$ cat config.mk
export PLATFORM = sky130hd
export DESIGN_NAME = ptw_top
export DESIGN_NICKNAME = d
export VERILOG_FILES = /design/src/rtl/ptw_pkg.sv /design/src/rtl/ptw_tlb.sv /design/src/rtl/ptw_walk.sv /design/src/rtl/ptw_top.sv
export SDC_FILE = /design/constraint.sdc
export NUM_CORES = 1
export LEC_CHECK = 0
export ABC_AREA = 1
export CORE_MARGIN = 2
export CORE_UTILIZATION = 40
export CTS_CLUSTER_SIZE = 12
export DETAILED_ROUTE_END_ITERATION = 8
export SLEW_MARGIN = 5
export SYNTH_ARGS = -nofsm -noshare
export SYNTH_HDL_FRONTEND = slang
export SYNTH_SLANG_ARGS = --single-unit
$ cat constraint.sdc
create_clock -name clk -period 2.6 [get_ports clk]
set_input_delay 0.52 -clock clk [delete_from_list [all_inputs] [get_ports clk]]
set_output_delay 0.52 -clock clk [all_outputs]
set_load 0.03 [all_outputs]
$ cat src/rtl/ptw_pkg.sv
package ptw_pkg;
  localparam int ADDR_W  = 32;
  localparam int OFS_W   = 12;
  localparam int IDX_W   = 10;
  localparam int TAG_W   = ADDR_W - OFS_W;

  localparam logic [1:0] ACC_WRITE = 2'd1;
  localparam logic [1:0] ACC_EXEC  = 2'd2;

  typedef enum logic [1:0] {
    FLT_NONE   = 2'd0,
    FLT_ABSENT = 2'd1,
    FLT_WR     = 2'd2,
    FLT_EX     = 2'd3
  } flt_e;

  typedef struct packed {
    logic [TAG_W-1:0] frame;
    logic             wr;
    logic             ex;
  } xlat_t;

  function automatic flt_e perm_check(logic [1:0] kind, logic wr, logic ex);
    if (kind == ACC_WRITE && !wr) return FLT_WR;
    if (kind == ACC_EXEC && !ex) return FLT_EX;
    return FLT_NONE;
  endfunction
endpackage

$ cat src/rtl/ptw_tlb.sv
module ptw_tlb
  import ptw_pkg::*;
#(
  parameter int ENTRIES = 4,
  localparam int PTR_W = (ENTRIES > 1) ? $clog2(ENTRIES) : 1
) (
  input  logic               clk,
  input  logic               rst_n,
  input  logic               flush,
  input  logic               ins_en,
  input  logic [TAG_W-1:0]   ins_tag,
  input  xlat_t              ins_data,
  input  logic [TAG_W-1:0]   lk_tag,
  output logic               lk_hit,
  output xlat_t              lk_data,
  output logic [ENTRIES-1:0] vld
);
  localparam logic [PTR_W-1:0] PTR_LAST = PTR_W'(ENTRIES - 1);

  logic [ENTRIES-1:0] vld_q, vld_d, match;
  logic [TAG_W-1:0]   tag_q [ENTRIES];
  xlat_t              data_q [ENTRIES];
  logic [PTR_W-1:0]   ptr_q, ptr_d;
  logic               do_ins;

  assign do_ins = ins_en && !flush;

  always_comb begin
    ptr_d = ptr_q;
    if (do_ins) ptr_d = (ptr_q == PTR_LAST) ? '0 : ptr_q + PTR_W'(1);
  end

  for (genvar i = 0; i < ENTRIES; i++) begin : g_ent
    logic load;
    assign load     = do_ins && (ptr_q == PTR_W'(i));
    assign match[i] = vld_q[i] && (tag_q[i] == lk_tag);
    assign vld_d[i] = !flush && (vld_q[i] || load);

    always_ff @(posedge clk) begin
      if (load) begin
        tag_q[i]  <= ins_tag;
        data_q[i] <= ins_data;
      end
    end
  end

  always_ff @(posedge clk or negedge rst_n) begin
    if (!rst_n) begin
      vld_q <= '0;
      ptr_q <= '0;
    end else begin
      vld_q <= vld_d;
      ptr_q <= ptr_d;
    end
  end

  always_comb begin
    lk_data = '0;
    for (int i = 0; i < ENTRIES; i++) begin
      if (match[i]) lk_data = data_q[i];
    end
  end

  assign lk_hit = |match;
  assign vld    = vld_q;
endmodule

$ cat src/rtl/ptw_walk.sv
module ptw_walk
  import ptw_pkg::*;
(
  input  logic              clk,
  input  logic              rst_n,
  input  logic [TAG_W-1:0]  dir_base,
  input  logic              req_valid,
  output logic              req_ready,
  input  logic [ADDR_W-1:0] req_vaddr,
  input  logic [1:0]        req_kind,
  output logic              rsp_valid,
  output logic [ADDR_W-1:0] rsp_paddr,
  output logic [1:0]        rsp_fault,
  output logic [ADDR_W-1:0] rsp_vaddr,
  output logic              mem_req_valid,
  input  logic              mem_req_ready,
  output logic [ADDR_W-1:0] mem_req_addr,
  input  logic              mem_rsp_valid,
  input  logic [ADDR_W-1:0] mem_rsp_data,
  output logic [TAG_W-1:0]  lk_tag,
  input  logic              lk_hit,
  input  xlat_t             lk_data,
  output logic              ins_en,
  output xlat_t             ins_data
);
  typedef enum logic [2:0] {S_IDLE, S_LOOK, S_DREQ, S_DWAIT, S_TREQ, S_TWAIT} st_e;

  st_e               state_q, state_d;
  logic [ADDR_W-1:0] va_q;
  logic [1:0]        kind_q;
  logic [TAG_W-1:0]  tb_q;
  logic              pw_q, px_q;
  logic              rsp_v_q;
  logic [ADDR_W-1:0] rsp_pa_q, rsp_va_q;
  flt_e              rsp_fk_q;

  logic              accept, dir_ld, fin;
  flt_e              fin_fk;
  logic [TAG_W-1:0]  fin_frame;
  logic              unused_ok;

  assign unused_ok = ^{mem_rsp_data[OFS_W-1:3]};
  assign accept    = (state_q == S_IDLE) && req_valid;
  assign req_ready = (state_q == S_IDLE);
  assign lk_tag    = va_q[ADDR_W-1:OFS_W];
  assign ins_data  = '{frame: mem_rsp_data[ADDR_W-1:OFS_W],
                       wr: pw_q & mem_rsp_data[1],
                       ex: px_q & mem_rsp_data[2]};

  // next-state process
  always_comb begin
    state_d   = state_q;
    dir_ld    = 1'b0;
    fin       = 1'b0;
    fin_fk    = FLT_NONE;
    fin_frame = lk_data.frame;
    ins_en    = 1'b0;
    unique case (state_q)
      S_IDLE:  if (req_valid) state_d = S_LOOK;
      S_LOOK: begin
        if (lk_hit) begin
          fin    = 1'b1;
          fin_fk = perm_check(kind_q, lk_data.wr, lk_data.ex);
        end else begin
          state_d = S_DREQ;
        end
      end
      S_DREQ:  if (mem_req_ready) state_d = S_DWAIT;
      S_DWAIT: begin
        if (mem_rsp_valid) begin
          if (!mem_rsp_data[0]) begin
            fin    = 1'b1;
            fin_fk = FLT_ABSENT;
          end else begin
            dir_ld  = 1'b1;
            state_d = S_TREQ;
          end
        end
      end
      S_TREQ:  if (mem_req_ready) state_d = S_TWAIT;
      S_TWAIT: begin
        if (mem_rsp_valid) begin
          fin       = 1'b1;
          fin_frame = ins_data.frame;
          fin_fk    = mem_rsp_data[0] ? perm_check(kind_q, ins_data.wr, ins_data.ex)
                                      : FLT_ABSENT;
          ins_en    = (fin_fk == FLT_NONE);
        end
      end
      default: state_d = S_IDLE;
    endcase
    if (fin) state_d = S_IDLE;
  end

  always_comb begin
    mem_req_valid = (state_q == S_DREQ) || (state_q == S_TREQ);
    mem_req_addr  = (state_q == S_TREQ) ? {tb_q, va_q[OFS_W+IDX_W-1:OFS_W], 2'b00}
                                        : {dir_base, va_q[ADDR_W-1:OFS_W+IDX_W], 2'b00};
  end

  // register process: control with reset
  always_ff @(posedge clk or negedge rst_n) begin
    if (!rst_n) begin
      state_q <= S_IDLE;
      rsp_v_q <= 1'b0;
    end else begin
      state_q <= state_d;
      rsp_v_q <= fin;
    end
  end

  // register process: datapath with clock enables
  always_ff @(posedge clk) begin
    if (accept) begin
      va_q   <= req_vaddr;
      kind_q <= req_kind;
    end
    if (dir_ld) begin
      tb_q <= mem_rsp_data[ADDR_W-1:OFS_W];
      pw_q <= mem_rsp_data[1];
      px_q <= mem_rsp_data[2];
    end
    if (fin) begin
      rsp_fk_q <= fin_fk;
      rsp_pa_q <= (fin_fk == FLT_NONE) ? {fin_frame, va_q[OFS_W-1:0]} : '0;
      rsp_va_q <= va_q;
    end
  end

  assign rsp_valid = rsp_v_q;
  assign rsp_paddr = rsp_pa_q;
  assign rsp_fault = rsp_fk_q;
  assign rsp_vaddr = rsp_va_q;
endmodule

$ cat src/rtl/ptw_top.sv
module ptw_top
  import ptw_pkg::*;
#(
  parameter int TLB_ENTRIES = 4
) (
  input  logic        clk,
  input  logic        rst_n,
  input  logic        base_wr_en,
  input  logic [31:0] base_wr_data,
  input  logic        req_valid,
  output logic        req_ready,
  input  logic [31:0] req_vaddr,
  input  logic [1:0]  req_kind,
  output logic        rsp_valid,
  output logic [31:0] rsp_paddr,
  output logic [1:0]  rsp_fault,
  output logic [31:0] rsp_vaddr,
  output logic        mem_req_valid,
  input  logic        mem_req_ready,
  output logic [31:0] mem_req_addr,
  input  logic        mem_rsp_valid,
  input  logic [31:0] mem_rsp_data
);
  logic [1:0]             rst_sync_q;
  logic                   rst_n_s;
  logic [TAG_W-1:0]       base_q;
  logic [TAG_W-1:0]       lk_tag;
  logic                   lk_hit, ins_en;
  xlat_t                  lk_data, ins_data;
  logic [TLB_ENTRIES-1:0] tlb_vld;
  logic                   unused_ok;

  assign unused_ok = ^{base_wr_data[OFS_W-1:0]};

  // asynchronous assert, synchronous release
  always_ff @(posedge clk or negedge rst_n) begin
    if (!rst_n) rst_sync_q <= 2'b00;
    else        rst_sync_q <= {rst_sync_q[0], 1'b1};
  end
  assign rst_n_s = rst_sync_q[1];

  always_ff @(posedge clk or negedge rst_n_s) begin
    if (!rst_n_s)        base_q <= '0;
    else if (base_wr_en) base_q <= base_wr_data[ADDR_W-1:OFS_W];
  end

  ptw_tlb #(.ENTRIES(TLB_ENTRIES)) u_tlb (
    .clk(clk), .rst_n(rst_n_s), .flush(base_wr_en),
    .ins_en(ins_en), .ins_tag(lk_tag), .ins_data(ins_data),
    .lk_tag(lk_tag), .lk_hit(lk_hit), .lk_data(lk_data), .vld(tlb_vld)
  );

  ptw_walk u_walk (
    .clk(clk), .rst_n(rst_n_s), .dir_base(base_q),
    .req_valid(req_valid), .req_ready(req_ready),
    .req_vaddr(req_vaddr), .req_kind(req_kind),
    .rsp_valid(rsp_valid), .rsp_paddr(rsp_paddr),
    .rsp_fault(rsp_fault), .rsp_vaddr(rsp_vaddr),
    .mem_req_valid(mem_req_valid), .mem_req_ready(mem_req_ready),
    .mem_req_addr(mem_req_addr), .mem_rsp_valid(mem_rsp_valid),
    .mem_rsp_data(mem_rsp_data),
    .lk_tag(lk_tag), .lk_hit(lk_hit), .lk_data(lk_data),
    .ins_en(ins_en), .ins_data(ins_data)
  );
endmodule

==> results.cfg <==
[place]
portBuffers = 181
place_congestion = 0.800
dp_hpwl_mm = 20.9

[clock_network]
cts_max_level = 2
cts.sinks = 322
cts_root_buffer = clkbuf_16
clockBufferDepth = 3
cts_tree = yes
cts_made_buffers = 36
cts.reportedPaths.clkPinSlew_ns = 0.06
holdBufCountCts = 0
clock_latency_ns = 0.52

[global_routing]
use_met1 = 0.251
top_usage_layer = met2
grt_pass1_wl_mm = 49.5
grt_start_max_net_pins = 45
first_global_vias = 8866
gr-usage-met3 = 0.0302
globalRouteMet2Util = 0.290
antenna_found_initial = 0
grt-ovfl-total = 0
grtUsageTotal = 0.180

[synth]
ys_warn_count = 0
synthCells = 1239
synth_largest_area_cell = edfxtp_1
synth.distinct_cells = 34
synthMostInstantiatedCell = nand2_1
synth_seq_cells = 322
synth_top_area_share = 0.640
syn_area_sq_mm = 0.0136
synth_area_leaders = edfxtp_1, nand2_1, dfrtp_1
synth-edff-count = 290
avgSynthCellArea_sq_um = 11.0
seq_area_frac_synth = 0.699
yosys_most_used_dff = edfxtp_1
ys_top_cells_by_count = nand2_1, edfxtp_1, nor2_1
async_flop_share = 0.0994

[detailed_routing]
first_pass_iters = 8
drtIter0Drc = 649
avgRoutedWirePerCell_um = 16.4
drtAntennaViolNets = 0
drc = 0
vias_per_cell = 4.66
dr_total_vias = 9199
drt-total-wl_mm = 32.4

[timing]
slew_viol_final = 0
holdWs_ns = 0.165
setup_violations = 0
rsz0062_at_grt = true
finalCritPeriodShare = 0.966
finalCriticalPeriod_ns = 2.51
fin_skew_ns = 0.0140
max_clock_freq_ghz = 0.398
hold_viol_final = 0
setup_tns_ns = 0

[die]
io_pins = 205
core-area_sq_mm = 0.0335
initial_core_util = 0.406
die_x_um = 188
num_rows = 67
die_area_sq_mm = 0.0355
die_h_um = 188

[worst_setup_path]
path_class = reg2out
reg2reg_depth = 16
start_kind = flip-flop
crit_fanout = 44
cp_data_arrival_time_ns = 1.99
worstPathRequired_ns = 2.08
crit_path_end_kind = output pin

[finish]
nets = 1608
fillers = 2943
drive_gt1_frac = 0.158
syn_to_final_growth_pct = 30.2
antenna_cells = 0
finalCoreUtilization = 0.528

[run_status]
outcome = finished clean

[run]
drv_cap = 0

[power_and_ir_drop]
vdd.ir_drop.worst_v = 0.000471
cellLeakagePower_nw = 7.19
p_per_area_mw_per_mm2 = 781

[min_path]
hold_class = in2async
## metrics by stage
| step | cell area, sq um | setup slack (ns) | std cells | total power [W] |
|---|---|---|---|---|
| floorplan | 13600 | -0.588 | 1240 | 0.00796 |
| CTS | 17400 | 0.0191 | 1945 | 0.0138 |
| finish | 17700 | 0.0872 | 1975 | 0.0138 |
| global route | 17700 | -0.0202 | 1975 | 0.0144 |
| detailed placement | 16300 | 0.0776 | 1880 | 0.00916 |
| global placement | 16300 | 0.0803 | 1880 | 0.00913 |
## path summary, 6_finish.rpt
path                                               start                                  to  slack, ns
min in group clk                 rst_sync_q[0]$_DFF_PN0_             rst_sync_q[1]$_DFF_PN0_       0.35
hold / removal                                     rst_n             rst_sync_q[1]$_DFF_PN0_       0.16
setup / recovery           u_walk.state_q[1]$_DFFE_PN0P_                    mem_req_addr[22]       0.09
max in group asynchronous        rst_sync_q[1]$_DFF_PN0_       u_walk.state_q[2]$_DFFE_PN0P_       2.02
hold reg to reg                  rst_sync_q[1]$_DFF_PN0_              base_q[14]$_DFFE_PN0P_       0.27
setup reg to reg               u_walk.va_q[27]$_DFFE_PP_  u_walk.rsp_paddr[31]$_SDFFCE_PP0N_       0.09
## cell type report
type | instances | area (sq um) | area share
flip-flops and latches | 322 | 9510 | 0.537
multi-input cells | 746 | 3490 | 0.197
repair buffers | 256 | 2550 | 0.144
clock buffers | 51 | 988 | 0.0558
well taps | 448 | 561 | 0.0316
inverters | 138 | 522 | 0.0294
clock inverters | 14 | 95.1 | 0.00537
## flip-flops by register name, indices dropped and copies added (netlist names), 3 cells and up
| name | flops |
|---|---|
| u_tlb.data_q | 88 |
| base_q | 20 |
| u_walk.va_q | 32 |
| u_tlb.tag_q | 80 |
| u_walk.rsp_paddr | 32 |
| u_walk.rsp_vaddr | 32 |
| u_walk.state_q | 3 |
| u_walk.tb_q | 20 |
| u_tlb.vld | 4 |
## metal layers
metal / share of wire / vias up
li1: - / 4533
met1: 0.45 / 4334
met2: 0.47 / 270
met3: 0.056 / 62
met4: 0.028 / 0
met5: 0 / -
## layout by cell type, fill, tap and decap left out, types with 2 or more instances in the layout
cell / instances
clkinv_1: 7
clkdlybuf4s15_2: 8
buf_2: 3
clkdlybuf4s15_1: 7
buf_6: 2
o21ai_1: 7
clkinv_2: 5
ha_1: 4
nor2_2: 10
nand4_1: 3
clkbuf_16: 40
or2_2: 20
nand2_2: 4
nor2_1: 122
clkdlybuf4s50_1: 149
o211ai_1: 3
o21ai_0: 37
buf_12: 13
a21oi_1: 46
clkbuf_1: 13
nand3_2: 3
dfrtp_1: 32
dlygate4sd2_1: 7
nor2_4: 39
inv_6: 2
edfxtp_1: 290
nand2_1: 420
conb_1: 3
xnor2_1: 6
nand3_1: 8
buf_4: 57
inv_1: 115
inv_2: 21
nand3_4: 3
clkbuf_2: 6
## where the power goes
group,leakage (nW),switching [W],internal (W)
sequential,3.02,0.000181,0.00613
clock,0.531,0.00197,0.00275
combinational,3.63,0.00175,0.00105
## cells by family after synthesis
logic type      Yosys count  synth area share
other cells               2          0.000552
simple gates            636             0.204
fa+ha+maj                 4           0.00368
buf+inv                 172            0.0524
compound gates           97            0.0369
xor+xnor                  6           0.00386
flops                   322             0.699
## critical path, stage by stage (launching register included)
cell           delay (ns)
dfrtp_1              0.42
nor2_2               0.17
nand2_2              0.11
buf_12               0.19
a21oi_1              0.16
dlygate4sd2_1        0.40
## timing repair
item / in CTS / in global routing
endpoints found under the hold margin: 0 / 0
setup endpoints to repair: 28 / 83
gates resized for setup: 50 / 27
pin swaps: 0 / 1
cloned: 0 / 4
buffers inserted: 0 / 26
(Power assumes the default switching activity.)
